--- src/rtl/intc_pkg.sv ---
// Shared types of the priority interrupt controller.
// Assumes: nothing beyond IEEE 1800-2017.
package intc_pkg;

    // Mask update selected for one cycle
    typedef enum logic [1:0] {
        MOP_HOLD  = 2'd0,
        MOP_PUSH  = 2'd1,
        MOP_POP   = 2'd2,
        MOP_WRITE = 2'd3
    } mask_op_e;

endpackage

--- src/rtl/intc_src_regs.sv ---
// Per-source priority registers and software pending flags.
// Produces the pending vector: the low NUM_SW entries come from software
// flags, the rest follow the level inputs directly.
// Assumes: NUM_SRC > NUM_SW, strobes are single-cycle pulses from the bus side.
module intc_src_regs #(
    parameter int NUM_SRC = 128,
    parameter int NUM_SW  = 8,
    parameter int PRIO_W  = 4,
    parameter int IDX_W   = $clog2(NUM_SRC)
) (
    input  logic                             clk,
    input  logic                             rst_n,
    input  logic [NUM_SRC-NUM_SW-1:0]        hw_src,
    input  logic [NUM_SW-1:0]                sw_set,
    input  logic [NUM_SW-1:0]                sw_clr,
    input  logic                             prio_we,
    input  logic [IDX_W-1:0]                 prio_idx,
    input  logic [PRIO_W-1:0]                prio_val,
    output logic [NUM_SRC-1:0][PRIO_W-1:0]   prio_q,
    output logic [NUM_SRC-1:0]               pend
);

    logic [NUM_SW-1:0] sw_q;

    // Priority table: one write port, cleared to disabled on reset
    always_ff @(posedge clk) begin
        if (!rst_n)       prio_q           <= '0;
        else if (prio_we) prio_q[prio_idx] <= prio_val;
    end

    // Software pending flags: set dominates clear
    always_ff @(posedge clk) begin
        if (!rst_n) sw_q <= '0;
        else        sw_q <= sw_set | (sw_q & ~sw_clr);
    end

    // Pending vector: software flags below, level inputs above
    always_comb pend = {hw_src, sw_q};

    p_sw_hold_r6: assert property (@(posedge clk) disable iff (!rst_n)
        (sw_set == '0 && sw_clr == '0) |=> $stable(sw_q));

    p_sw_set_r6: assert property (@(posedge clk) disable iff (!rst_n)
        (sw_set != '0) |=> ((sw_q & $past(sw_set)) == $past(sw_set)));

    p_prio_write_r3: assert property (@(posedge clk) disable iff (!rst_n)
        prio_we |=> (prio_q[$past(prio_idx)] == $past(prio_val)));

endmodule

--- src/rtl/intc_arb.sv ---
// Combinational arbiter: a balanced binary tree that keeps the highest
// priority. On a tie the left branch, which holds the lower source number,
// wins. A non-pending source enters the tree as priority 0.
// Assumes: N is a power of two and at least 2.
module intc_arb #(
    parameter int N      = 128,
    parameter int PRIO_W = 4,
    parameter int IDX_W  = $clog2(N)
) (
    input  logic [N-1:0][PRIO_W-1:0] prio,
    input  logic [N-1:0]             pend,
    output logic [PRIO_W-1:0]        win_prio,
    output logic [IDX_W-1:0]         win_idx
);

    localparam int NODES = 2 * N;

    logic [PRIO_W-1:0] np [1:NODES-1];
    logic [IDX_W-1:0]  ni [1:NODES-1];

    // Leaves sit at N..2N-1; a source that is not pending is forced to 0
    for (genvar k = 0; k < N; k++) begin : g_leaf
        assign np[N+k] = pend[k] ? prio[k] : '0;
        assign ni[N+k] = IDX_W'(k);
    end

    // Inner node k merges 2k and 2k+1; the right child wins only when strictly higher
    for (genvar k = 1; k < N; k++) begin : g_node
        assign np[k] = (np[2*k+1] > np[2*k]) ? np[2*k+1] : np[2*k];
        assign ni[k] = (np[2*k+1] > np[2*k]) ? ni[2*k+1] : ni[2*k];
    end

    assign win_prio = np[1];
    assign win_idx  = ni[1];

endmodule

--- src/rtl/intc_mask_stack.sv ---
// Current priority mask and its save stack. A push saves the mask and loads
// a new level, a pop restores the last saved level, and a write loads a new
// level without touching the stack.
// Assumes: the caller never requests a push when full or a pop when empty.
// Stack data cells are not reset; only the count is.
module intc_mask_stack #(
    parameter int PRIO_W    = 4,
    parameter int STK_DEPTH = 16
) (
    input  logic                   clk,
    input  logic                   rst_n,
    input  intc_pkg::mask_op_e     op,
    input  logic [PRIO_W-1:0]      push_val,
    input  logic [PRIO_W-1:0]      wr_val,
    output logic [PRIO_W-1:0]      mask_q,
    output logic                   full,
    output logic                   empty
);
    import intc_pkg::*;

    localparam int CNT_W = $clog2(STK_DEPTH + 1);
    localparam int PTR_W = $clog2(STK_DEPTH);

    logic [PRIO_W-1:0] stk [STK_DEPTH];
    logic [CNT_W-1:0]  cnt;
    logic [PTR_W-1:0]  wr_ptr;
    logic [PTR_W-1:0]  top_ptr;

    // Free slot and last saved slot
    always_comb begin
        wr_ptr  = cnt[PTR_W-1:0];
        top_ptr = PTR_W'(cnt - CNT_W'(1));
    end

    assign full  = (cnt == CNT_W'(STK_DEPTH));
    assign empty = (cnt == '0);

    // Mask and depth update
    always_ff @(posedge clk) begin
        if (!rst_n) begin
            mask_q <= '0;
            cnt    <= '0;
        end else begin
            case (op)
                MOP_PUSH: begin
                    mask_q <= push_val;
                    cnt    <= cnt + CNT_W'(1);
                end
                MOP_POP: begin
                    mask_q <= stk[top_ptr];
                    cnt    <= cnt - CNT_W'(1);
                end
                MOP_WRITE: mask_q <= wr_val;
                default:   ;
            endcase
        end
    end

    // Save slot written on a push
    always_ff @(posedge clk) begin
        if (op == MOP_PUSH) stk[wr_ptr] <= mask_q;
    end

    p_push_count_r8: assert property (@(posedge clk) disable iff (!rst_n)
        (op == MOP_PUSH) |=> (cnt == $past(cnt) + CNT_W'(1)));

    p_pop_restore_r9: assert property (@(posedge clk) disable iff (!rst_n)
        (op == MOP_POP) |=> (mask_q == $past(stk[top_ptr]) && cnt == $past(cnt) - CNT_W'(1)));

    p_depth_bound_r10: assert property (@(posedge clk) disable iff (!rst_n)
        cnt <= CNT_W'(STK_DEPTH));

    p_no_overflow_r10: assert property (@(posedge clk) disable iff (!rst_n)
        full |-> (op != MOP_PUSH));

endmodule

--- src/rtl/prio_intc.sv ---
// Preemptive priority interrupt controller (top).
// Picks the highest-priority pending source (lowest number on ties), raises
// irq when that level is above the mask, and manages the mask on ack/eoi
// through a hardware stack.
// Assumes: all strobes are synchronous to clk. Sources 0..NUM_SW-1 are
// software-only; hw_src bit j drives source j+NUM_SW.
module prio_intc #(
    parameter int NUM_SRC   = 128,
    parameter int NUM_SW    = 8,
    parameter int PRIO_W    = 4,
    parameter int STK_DEPTH = 16,
    parameter int VEC_W     = 9
) (
    input  logic                        clk,
    input  logic                        rst_n,
    input  logic [NUM_SRC-NUM_SW-1:0]   hw_src,
    input  logic [NUM_SW-1:0]           sw_set,
    input  logic [NUM_SW-1:0]           sw_clr,
    input  logic                        prio_we,
    input  logic [$clog2(NUM_SRC)-1:0]  prio_idx,
    input  logic [PRIO_W-1:0]           prio_val,
    input  logic                        mask_we,
    input  logic [PRIO_W-1:0]           mask_val,
    input  logic                        ack,
    input  logic                        eoi,
    output logic                        irq,
    output logic [VEC_W-1:0]            irq_vec,
    output logic [PRIO_W-1:0]           irq_prio,
    output logic [PRIO_W-1:0]           cur_mask
);
    import intc_pkg::*;

    localparam int IDX_W = $clog2(NUM_SRC);

    logic [NUM_SRC-1:0][PRIO_W-1:0] prio_q;
    logic [NUM_SRC-1:0]             pend;
    logic [PRIO_W-1:0]              win_prio;
    logic [IDX_W-1:0]               win_idx;
    logic                           stk_full;
    logic                           stk_empty;
    logic                           do_ack;
    logic                           do_eoi;
    mask_op_e                       op;

    intc_src_regs #(
        .NUM_SRC (NUM_SRC),
        .NUM_SW  (NUM_SW),
        .PRIO_W  (PRIO_W),
        .IDX_W   (IDX_W)
    ) u_src (
        .clk      (clk),
        .rst_n    (rst_n),
        .hw_src   (hw_src),
        .sw_set   (sw_set),
        .sw_clr   (sw_clr),
        .prio_we  (prio_we),
        .prio_idx (prio_idx),
        .prio_val (prio_val),
        .prio_q   (prio_q),
        .pend     (pend)
    );

    intc_arb #(
        .N      (NUM_SRC),
        .PRIO_W (PRIO_W),
        .IDX_W  (IDX_W)
    ) u_arb (
        .prio     (prio_q),
        .pend     (pend),
        .win_prio (win_prio),
        .win_idx  (win_idx)
    );

    // Request gate: the winner must be strictly above the mask
    always_comb begin
        irq      = (win_prio > cur_mask);
        irq_vec  = VEC_W'(win_idx);
        irq_prio = win_prio;
    end

    // Strobe precedence: effective ack, then effective eoi, then mask write
    always_comb begin
        do_ack = ack && irq && !stk_full;
        do_eoi = eoi && !do_ack && !stk_empty;
        if (do_ack)       op = MOP_PUSH;
        else if (do_eoi)  op = MOP_POP;
        else if (mask_we) op = MOP_WRITE;
        else              op = MOP_HOLD;
    end

    intc_mask_stack #(
        .PRIO_W    (PRIO_W),
        .STK_DEPTH (STK_DEPTH)
    ) u_mask (
        .clk      (clk),
        .rst_n    (rst_n),
        .op       (op),
        .push_val (win_prio),
        .wr_val   (mask_val),
        .mask_q   (cur_mask),
        .full     (stk_full),
        .empty    (stk_empty)
    );

    p_irq_winner_r3: assert property (@(posedge clk) disable iff (!rst_n)
        irq |-> (pend[win_idx] && prio_q[win_idx] == irq_prio));

    p_tie_low_index_r4: assert property (@(posedge clk) disable iff (!rst_n)
        (irq && win_idx != '0) |->
            !(pend[win_idx - IDX_W'(1)] && prio_q[win_idx - IDX_W'(1)] >= irq_prio));

    p_ack_load_r8: assert property (@(posedge clk) disable iff (!rst_n)
        (ack && irq && !stk_full) |=> (cur_mask == $past(irq_prio)));

    p_disabled_never_r2: assert property (@(posedge clk) disable iff (!rst_n)
        irq |-> (irq_prio != '0));

endmodule

--- config.mk ---
export PLATFORM = sky130hd
export DESIGN_NAME = prio_intc
export DESIGN_NICKNAME = d
export VERILOG_FILES = /design/src/rtl/intc_pkg.sv /design/src/rtl/intc_src_regs.sv /design/src/rtl/intc_arb.sv /design/src/rtl/intc_mask_stack.sv /design/src/rtl/prio_intc.sv
export SDC_FILE = /design/constraint.sdc
export NUM_CORES = 2
export LEC_CHECK = 0
export ABC_AREA = 1
export BUFFER_PORTS_ARGS = -buffer_cell sky130_fd_sc_hd__buf_2
export CAP_MARGIN = 20
export CELL_PAD_IN_SITES_DETAIL_PLACEMENT = 0
export CELL_PAD_IN_SITES_GLOBAL_PLACEMENT = 1
export CORE_ASPECT_RATIO = 0.6
export CORE_MARGIN = 2
export CORE_UTILIZATION = 35
export CTS_BUF_LIST = sky130_fd_sc_hd__clkbuf_4 sky130_fd_sc_hd__clkbuf_8
export CTS_CLUSTER_SIZE = 12
export DETAILED_ROUTE_END_ITERATION = 16
export PLACE_DENSITY_LB_ADDON = 0.1
export SLEW_MARGIN = 20
export SYNTH_ARGS = -nofsm -noshare
export SYNTH_HDL_FRONTEND = slang
export SYNTH_SLANG_ARGS = --single-unit
--- constraint.sdc ---
create_clock -name clk -period 17.4 [get_ports clk]
set_clock_uncertainty 0.2 [all_clocks]
set_input_delay 0.87 -clock clk [delete_from_list [all_inputs] [get_ports clk]]
set_output_delay 0.87 -clock clk [all_outputs]
set_load 0.01 [all_outputs]
# [Yosys cells after proc, flatten, opt, wreduce, memory -nomap -nowiden]
# Memories as Yosys holds them, arrays and structs flattened.
# Index checks and enable logic that the tools add are counted.
[op_classes] n_lt_le_gt_ge=130 n_mul=0 shift=0 eq_ne=4 bitwise_logic=3 n_mux=392 div=0 add_sub_neg=2 reduce_logical=11
[ops] op="2-to-1 mux 4 bit" n=264
[ops] op="bitwise mux 512 bit" n=1
[ops] op="greater-than comparator 4 bit" n=128
[ops] op="2-to-1 mux 2 bit" n=35
[ops] op="2-to-1 mux 1 bit" n=66
[ops] op="2-to-1 mux 3 bit" n=16
[ops] op="demux 4 bit (select 7 bit)" n=1
[ops] op="2-to-1 mux 5 bit" n=4
[ops] op="2-to-1 mux 6 bit" n=2
[ops] op="case mux 4 bit (3 select lines)" n=1
[ops] op="case mux 5 bit (2 select lines)" n=1
[ops] op="bitwise AND 8 bit" n=1
[ops] op="less-than comparator 7 x 8 -> 1 bit, second input constant" n=1
[ops] op="inverter 8 bit" n=1
[ops] op="OR 8 bit" n=1
[ops] op=">= comparator 7 x 1 -> 1 bit, second input constant" n=1
[ops] op="2-to-1 mux 7 bit" n=1
[ops] op="adder 5 x 1 -> 5 bit, second input constant" n=1
[ops] op="equality test 5 bit, second input constant" n=1
[ops] op="logical AND 1 bit" n=5
[ops] op="zero test 5 bit" n=1
[ops] op="subtractor 5 x 1 -> 5 bit, second input constant" n=1
[ops] op="equality test 2 bit, second input constant" n=2
[ops] op="zero test 1 bit" n=3
[ops] op="3 further kinds" n=3
[word_totals] n_memories=1 register_bits=529 latchBits=0 output_inout_bits=18 rom_bits=0 in_bits=157 ramBits=64
[memory_table] name="u_mask.stk" words=16 width=4 rd=1 rd_ports_with_merged_regs=0 wr=1 line_no="intc_mask_stack.sv:24" source="logic [PRIO_W-1:0] stk [STK_DEPTH];"

# [Logic depth before layout (Yosys ltp)]
[logic_depth] ltp_word=26 depth_mapped=81

# [Hierarchy]
# A second synthesis with hierarchy kept.
[hier_totals] hier_cells=7543 hier_area_um2=45462.4
[modules_own_cells] mod="intc_src_regs" instances=1 seq_area_each_um2=10410.0 area_each_um2=21191.6 cells_each=3117
[modules_own_cells] mod="intc_arb" instances=1 seq_area_each_um2=0.0 area_each_um2=20789.9 cells_each=4084
[modules_own_cells] mod="intc_mask_stack" instances=1 seq_area_each_um2=2102.0 area_each_um2=3304.4 cells_each=311
[modules_own_cells] mod="prio_intc" instances=1 seq_area_each_um2=0.0 area_each_um2=176.4 cells_each=31

# [Worst setup path before layout]
# Ideal clock, no wire load.
[synth_timing] path_kind="input to register" startpoint="in hw_src[69]" endpoint="reg u_mask.cnt[4]" required_ps=17081 setup_time_ps=119 n_path_buf=6 path_slack_ps=6500 cell_stages=72 t_arrival_ps=10581 cell_sequence="nand2_1 > inv_1 > ha_1 > nand4_1 > a21oi_1 > a211o_1 > nand2_1 > inv_1 > nand2_1 > o21ai_0 > ha_1 > inv_1 > nor2_1 > o21ai_0 > a32oi_1 > clkbuf_1 > o21ai_0 > ha_1 > [36 not listed] > nor2_1 > o21ai_0 > a32oi_2 > inv_1 > buf_2 > nand3_1 > and2_1 > ha_1 > nand2_1 > inv_1 > a32oi_1 > o311ai_0 > buf_4 > nand2_1 > inv_1 > a31o_2 > o21ai_0 > a21oi_1"
[synth_via] elab_chain_len=25 word_cells_on_any_way=27 cone_classes="order compare: 8; eq/ne: 2; mux: 11; reduce/logical: 6"
[synth_rtl] element="from (decl)" line_no="prio_intc.sv:16" source="input logic [NUM_SRC-NUM_SW-1:0] hw_src,"
[synth_rtl] element="2-to-1 mux 4 bit *" line_no="intc_arb.sv:23" source="assign np[N+k] = pend[k] ? prio[k] : '0;"
[synth_rtl] element="greater-than comparator 4 bit" line_no="intc_arb.sv:29" source="assign np[k] = (np[2*k+1] > np[2*k]) ? np[2*k+1] : np[2*k];"
[synth_rtl] element="2-to-1 mux 4 bit *" line_no="intc_arb.sv:29"
[synth_rtl] element="greater-than comparator 4 bit" line_no="intc_arb.sv:29"
[synth_rtl] element="2-to-1 mux 4 bit *" line_no="intc_arb.sv:29"
[synth_rtl] element="greater-than comparator 4 bit" line_no="intc_arb.sv:29"
[synth_rtl] element="2-to-1 mux 4 bit *" line_no="intc_arb.sv:29"
[synth_rtl] element="greater-than comparator 4 bit" line_no="intc_arb.sv:29"
[synth_rtl] element="[7 not listed]"
[synth_rtl] element="named net irq_prio[2]" line_no="prio_intc.sv:28" source="output logic [PRIO_W-1:0] irq_prio,"
[synth_rtl] element="[1 not listed]"
[synth_rtl] element="named net irq" line_no="prio_intc.sv:26" source="output logic irq,"
[synth_rtl] element="logical AND 1 bit * (2 in a row)" line_no="prio_intc.sv:83" source="do_ack = ack && irq && !stk_full;"
[synth_rtl] element="zero test 1 bit" line_no="prio_intc.sv:84" source="do_eoi = eoi && !do_ack && !stk_empty;"
[synth_rtl] element="logical AND 1 bit (2 in a row)" line_no="prio_intc.sv:84"
[synth_rtl] element="2-to-1 mux 2 bit" line_no="prio_intc.sv:86" source="else if (do_eoi) op = MOP_POP;"
[synth_rtl] element="2-to-1 mux 2 bit *" line_no="prio_intc.sv:85" source="if (do_ack) op = MOP_PUSH;"
[synth_rtl] element="equality test 2 bit or equality test 2 x 1 -> 1 bit (tied branches)" line_no="intc_mask_stack.sv:44" source="case (op)"
[synth_rtl] element="case mux 5 bit (2 select lines) or nonzero test 2 bit (tied branches)"
[synth_rtl] element="to (signal assigned)" line_no="intc_mask_stack.sv:47" source="cnt <= cnt + CNT_W'(1);"
[synth_rtl] element="to (signal assigned)" line_no="intc_mask_stack.sv:51" source="cnt <= cnt - CNT_W'(1);"
[synth_rtl] element="to (decl)" line_no="intc_mask_stack.sv:25" source="logic [CNT_W-1:0] cnt;"
# Mark *: on every way through the listed nets, which the timed path passes. The rest lies on a longest branch.
# A chain may end at the register's enable or synchronous reset.

# [Final worst setup path]
[layout_timing] startpoint="reg u_src.prio_q[55] (netlist bit)" endpoint="out irq"
[layout_via] elab_chain_len=16
[layout_rtl] element="from (decl)" line_no="intc_src_regs.sv:19" source="output logic [NUM_SRC-1:0][PRIO_W-1:0] prio_q,"
[layout_rtl] element="from (signal, indexed assignment)" line_no="intc_src_regs.sv:28" source="else if (prio_we) prio_q[prio_idx] <= prio_val;"
[layout_rtl] element="2-to-1 mux 4 bit *" line_no="intc_arb.sv:23"
[layout_rtl] element="greater-than comparator 4 bit" line_no="intc_arb.sv:29"
[layout_rtl] element="2-to-1 mux 4 bit *" line_no="intc_arb.sv:29"
[layout_rtl] element="greater-than comparator 4 bit" line_no="intc_arb.sv:29"
[layout_rtl] element="2-to-1 mux 4 bit *" line_no="intc_arb.sv:29"
[layout_rtl] element="greater-than comparator 4 bit" line_no="intc_arb.sv:29"
[layout_rtl] element="2-to-1 mux 4 bit *" line_no="intc_arb.sv:29"
[layout_rtl] element="greater-than comparator 4 bit" line_no="intc_arb.sv:29"
[layout_rtl] element="2-to-1 mux 4 bit *" line_no="intc_arb.sv:29"
[layout_rtl] element="greater-than comparator 4 bit" line_no="intc_arb.sv:29"
[layout_rtl] element="2-to-1 mux 4 bit *" line_no="intc_arb.sv:29"
[layout_rtl] element="greater-than comparator 4 bit" line_no="intc_arb.sv:29"
[layout_rtl] element="2-to-1 mux 4 bit *" line_no="intc_arb.sv:29"
[layout_rtl] element="greater-than comparator 4 bit" line_no="intc_arb.sv:29"
[layout_rtl] element="2-to-1 mux 4 bit *" line_no="intc_arb.sv:29"
[layout_rtl] element="greater-than comparator 4 bit *" line_no="prio_intc.sv:76" source="irq = (win_prio > cur_mask);"
[layout_rtl] element="to (decl)" line_no="prio_intc.sv:26"
# Every way passes the cells marked *; elsewhere a longest branch is shown, timed or not.

==> qor.csv <==
stage;metric;value;unit
outcome;status;complete, no violations;
yosys;netlist_area;43240;um^2
critical_path;arrival;12020;ps
global_routing;grt_pass1_vias;39701;
placement;port_buffers;172;
clock_tree;worst_skew_pair.late_latency;830;ps
clock_tree;numCtsBuffers;105;
yosys;synth_seq_cells;593;
cells_and_area;fin_area;48160;um^2
cells_and_area;nets;7683;
critical_path;r2r_setup_slack;4820;ps
critical_path;cp_num_cells;59;
critical_path;critical-path-top-delay-family;compound AO/OA/AOI/OAI gates;
yosys;async_flop_share;0;%
critical_path;worst-path-max-fanout;15;
clock_tree;cts_tree;done;
yosys;yosysUniqueCellTypes;62;
clock_tree;ctsRootBufferMaster;clkbuf_8;
sta;rsz0062_at_grt;false;
min_path;min_path_type;input pin to flip-flop;
global_routing;grt_overflow;0;
clock_tree;htreeDepth;3;
critical_path;worst_path_most_repeated_cell;inv_1;
placement;dpl.hpwl;105500;um
critical_path;cp_num_buf_inv;13;
sta;setup_viol;0;
floorplan;fp-row-count;99;
global_routing;grt_max_degree;106;
clock_tree;max-clock-path-buffers;3;
power_and_ir_drop;cellPowerDensity;197.6;nW/um^2
route;drt-vias-per-instance;4.929;
cells_and_area;fillers;13156;
yosys;syn_avg_cell_area;6.145;um^2
route;postRouteWirelength;146700;um
clock_tree;cts_resized;0;
power_and_ir_drop;ir_worst_vdd;0.5507;mV
sta;finalMaxSlewViolations;0;
min_path;hold_start;sw_set[2];
sta;setup_tns;0;ps
critical_path;crit_type;flip-flop to output pin;
yosys;ys_seq_area_share;28.94;%
route;vias;43795;
floorplan;start_util;35.44;%
route;drt_iter0_drc;3426;
critical_path;reg2reg_depth;65;
sta;layout_worst_path_cycle_share;75.21;%
route;drc;0;
placement;place_area;45660;um^2
floorplan;chipHeight;276.3;um
min_path;hold_end;u_src.sw_q[2];
cells_and_area;final_layout_size_suffix_gt1_share;7.891;%
route;postRouteAntennaNets;0;
critical_path;critPathCaptureType;output pin;
job;maxCapViolations;0;
sta;tightest_slew;1045;ps
critical_path;cpPeakStageDelay;680;ps
clock_tree;clk_pin_slew;60;ps
placement;place.gp.congestion;0.8778;
yosys;synthCells;7037;
floorplan;coreArea;122000;um^2
sta;period_needed;13090;ps
global_routing;track_usage;22.70;%
critical_path;start_kind;flip-flop;
yosys;synthFlopType;dfxtp_1;
sta;relSlewSlack;30.34;%
route;dr.pass1.iters;7;
cells_and_area;syn_to_final_growth;11.37;%
critical_path;reg2reg_to;u_mask.cnt[4];
floorplan;dieArea;126500;um^2
clock_tree;cts.sinks;593;
route;avgRoutedWirePerCell;16.51;um
yosys;yosysWarnings;0;
sta;hold_viol_final;0;
sta;clock.fmax;76.42;MHz
floorplan;die-width;457.8;um
yosys;synth-edff-count;64;
min_path;min_delay_path_depth;3;
critical_path;crit_path_top_delay_cell;a32oi_1;
global_routing;grt_pass1_wl;228900;um
clock_tree;cts_setup_buffers;0;
floorplan;pin_count;175;
global_routing;grt_antenna_before_repair;25;
critical_path;critPathRequiredTime;16330;ps
critical_path;timing.rr.start;u_src.prio_q[55];
power_and_ir_drop;leakage;24.85;nW
-- through the flow --
stage / util [%] / std cells / total power, mW / worst slack [ps] / hold WS (ps)
after floorplan: - / 7038 / 5.371 / 6500 / 243.1
after global placement: 37.42 / 8685 / 8.107 / 4429 / 276.0
after detailed placement: 37.42 / 8685 / 8.070 / 4196 / 276.5
after global routing: 39.46 / 8881 / 10.26 / 2965 / 65.29
after CTS: 39.45 / 8877 / 9.666 / 4193 / 18.97
final: 39.47 / 8885 / 9.516 / 4314 / 103.2
-- layer usage --
layer	GRT usage (%)	routed length, um
met5	0	44
met4	5.612	3535
met3	3.587	7752
met2	31.43	55980
met1	35.69	79350
-- worst max path at each step --
stage                      from       endpoint  slack (ps)
3_5_place_dp          hw_src[5]  u_mask.cnt[4]        4200
2_1_floorplan        hw_src[69]  u_mask.cnt[4]        6500
6_report       u_src.prio_q[55]            irq        4310
5_1_grt        u_src.prio_q[55]            irq        2970
3_3_place_gp          hw_src[5]  u_mask.cnt[4]        4430
4_1_cts        u_src.prio_q[55]            irq        4190
-- repair_timing --
action | 4_1_cts | 5_1_grt
endpoints found under the setup margin | 0 | 0
endpoints found under the hold margin | 6 | 0
hold buffers | 6 | 0
-- registers in the layout, indices dropped and copies added (netlist names) --
name and count:
u_src.sw_q 8, u_src.prio_q 512, u_mask.cnt 5, u_mask.stk 64
u_mask.mask_q 4
-- logic make-up after synthesis --
kind of cell,synth area share (%)
AO/OA/AOI/OAI,16.39
multiplexers,0.04919
other,0.008672
adder cells (fa/ha/maj),9.954
AND/OR/NAND/NOR,35.82
buffers and inverters,8.501
XOR/XNOR,0.3385
flip-flops,28.94
-- Yosys cell counts, types with 13 or more instances --
cell type     n  area share [%]
nand3_2      14            0.32
clkbuf_1    104            0.90
o21bai_1     43            0.75
nand2_4      13            0.34
ha_1        344              10
nand4_1      26            0.38
nand2_1    1781              15
o21ai_0     913              11
inv_2        15            0.13
nor2_1     1406              12
inv_1       767             6.7
a21oi_1     243             2.8
edfxtp_1     64             4.4
buf_1        46            0.40
o211ai_1     25            0.43
nand3b_1     26            0.45
nand2_2      98             1.4
nand3_1     397             4.6
o21ai_1      19            0.22
dfxtp_1     529              24
-- cell usage in the layout, fill, tap and decap left out, types with 5 or more instances in the layout --
cell / n
nand2_1: 1781
nor2_1: 1406
o21ai_0: 913
inv_1: 760
dfxtp_1: 529
nand3_1: 397
ha_1: 344
a21oi_1: 243
buf_2: 167
clkbuf_8: 136
nand2_2: 98
edfxtp_1: 64
o21bai_1: 43
buf_4: 29
nand4_1: 26
nand3b_1: 26
o211ai_1: 25
clkbuf_4: 20
o21ai_1: 19
inv_2: 16
nand3_2: 14
clkinv_2: 14
nand2_4: 13
clkinv_1: 11
a21oi_2: 11
a31oi_1: 11
nor2_2: 9
xnor2_1: 9
a32oi_1: 9
and2_1: 9
bufinv_16: 9
diode_2: 8
a31o_2: 7
nor3_1: 7
o311ai_0: 7
dlygate4sd3_1: 6
o22ai_1: 5
-- where the power goes --
group / leakage [nW] / internal (mW) / switching (mW)
Clock: 1.27 / 0.876 / 0.670
Combinational: 18.7 / 1.80 / 4.65
Sequential: 4.85 / 1.50 / 0.0230
Total: 24.9 / 4.18 / 5.34
-- tightest hold or removal path: stages --
cell and delay, ps:
buf_2 80, a21oi_1 30, nor2_1 70
-- area by class of cell --
| type | count | area, um^2 | share of cell area, % |
|---|---|---|---|
| Timing Repair Buffer | 207 | 1174 | 2.437 |
| Tap cell | 1616 | 2022 | 4.199 |
| Antenna cell | 8 | 20.02 | 0.04157 |
| Inverter | 786 | 2950 | 6.127 |
| Clock inverter | 30 | 399.1 | 0.8288 |
| Multi-Input combinational cell | 5489 | 27060 | 56.19 |
| Clock buffer | 156 | 2022 | 4.199 |
| Sequential cell | 593 | 12510 | 25.98 |
(Power assumes the default switching activity.)
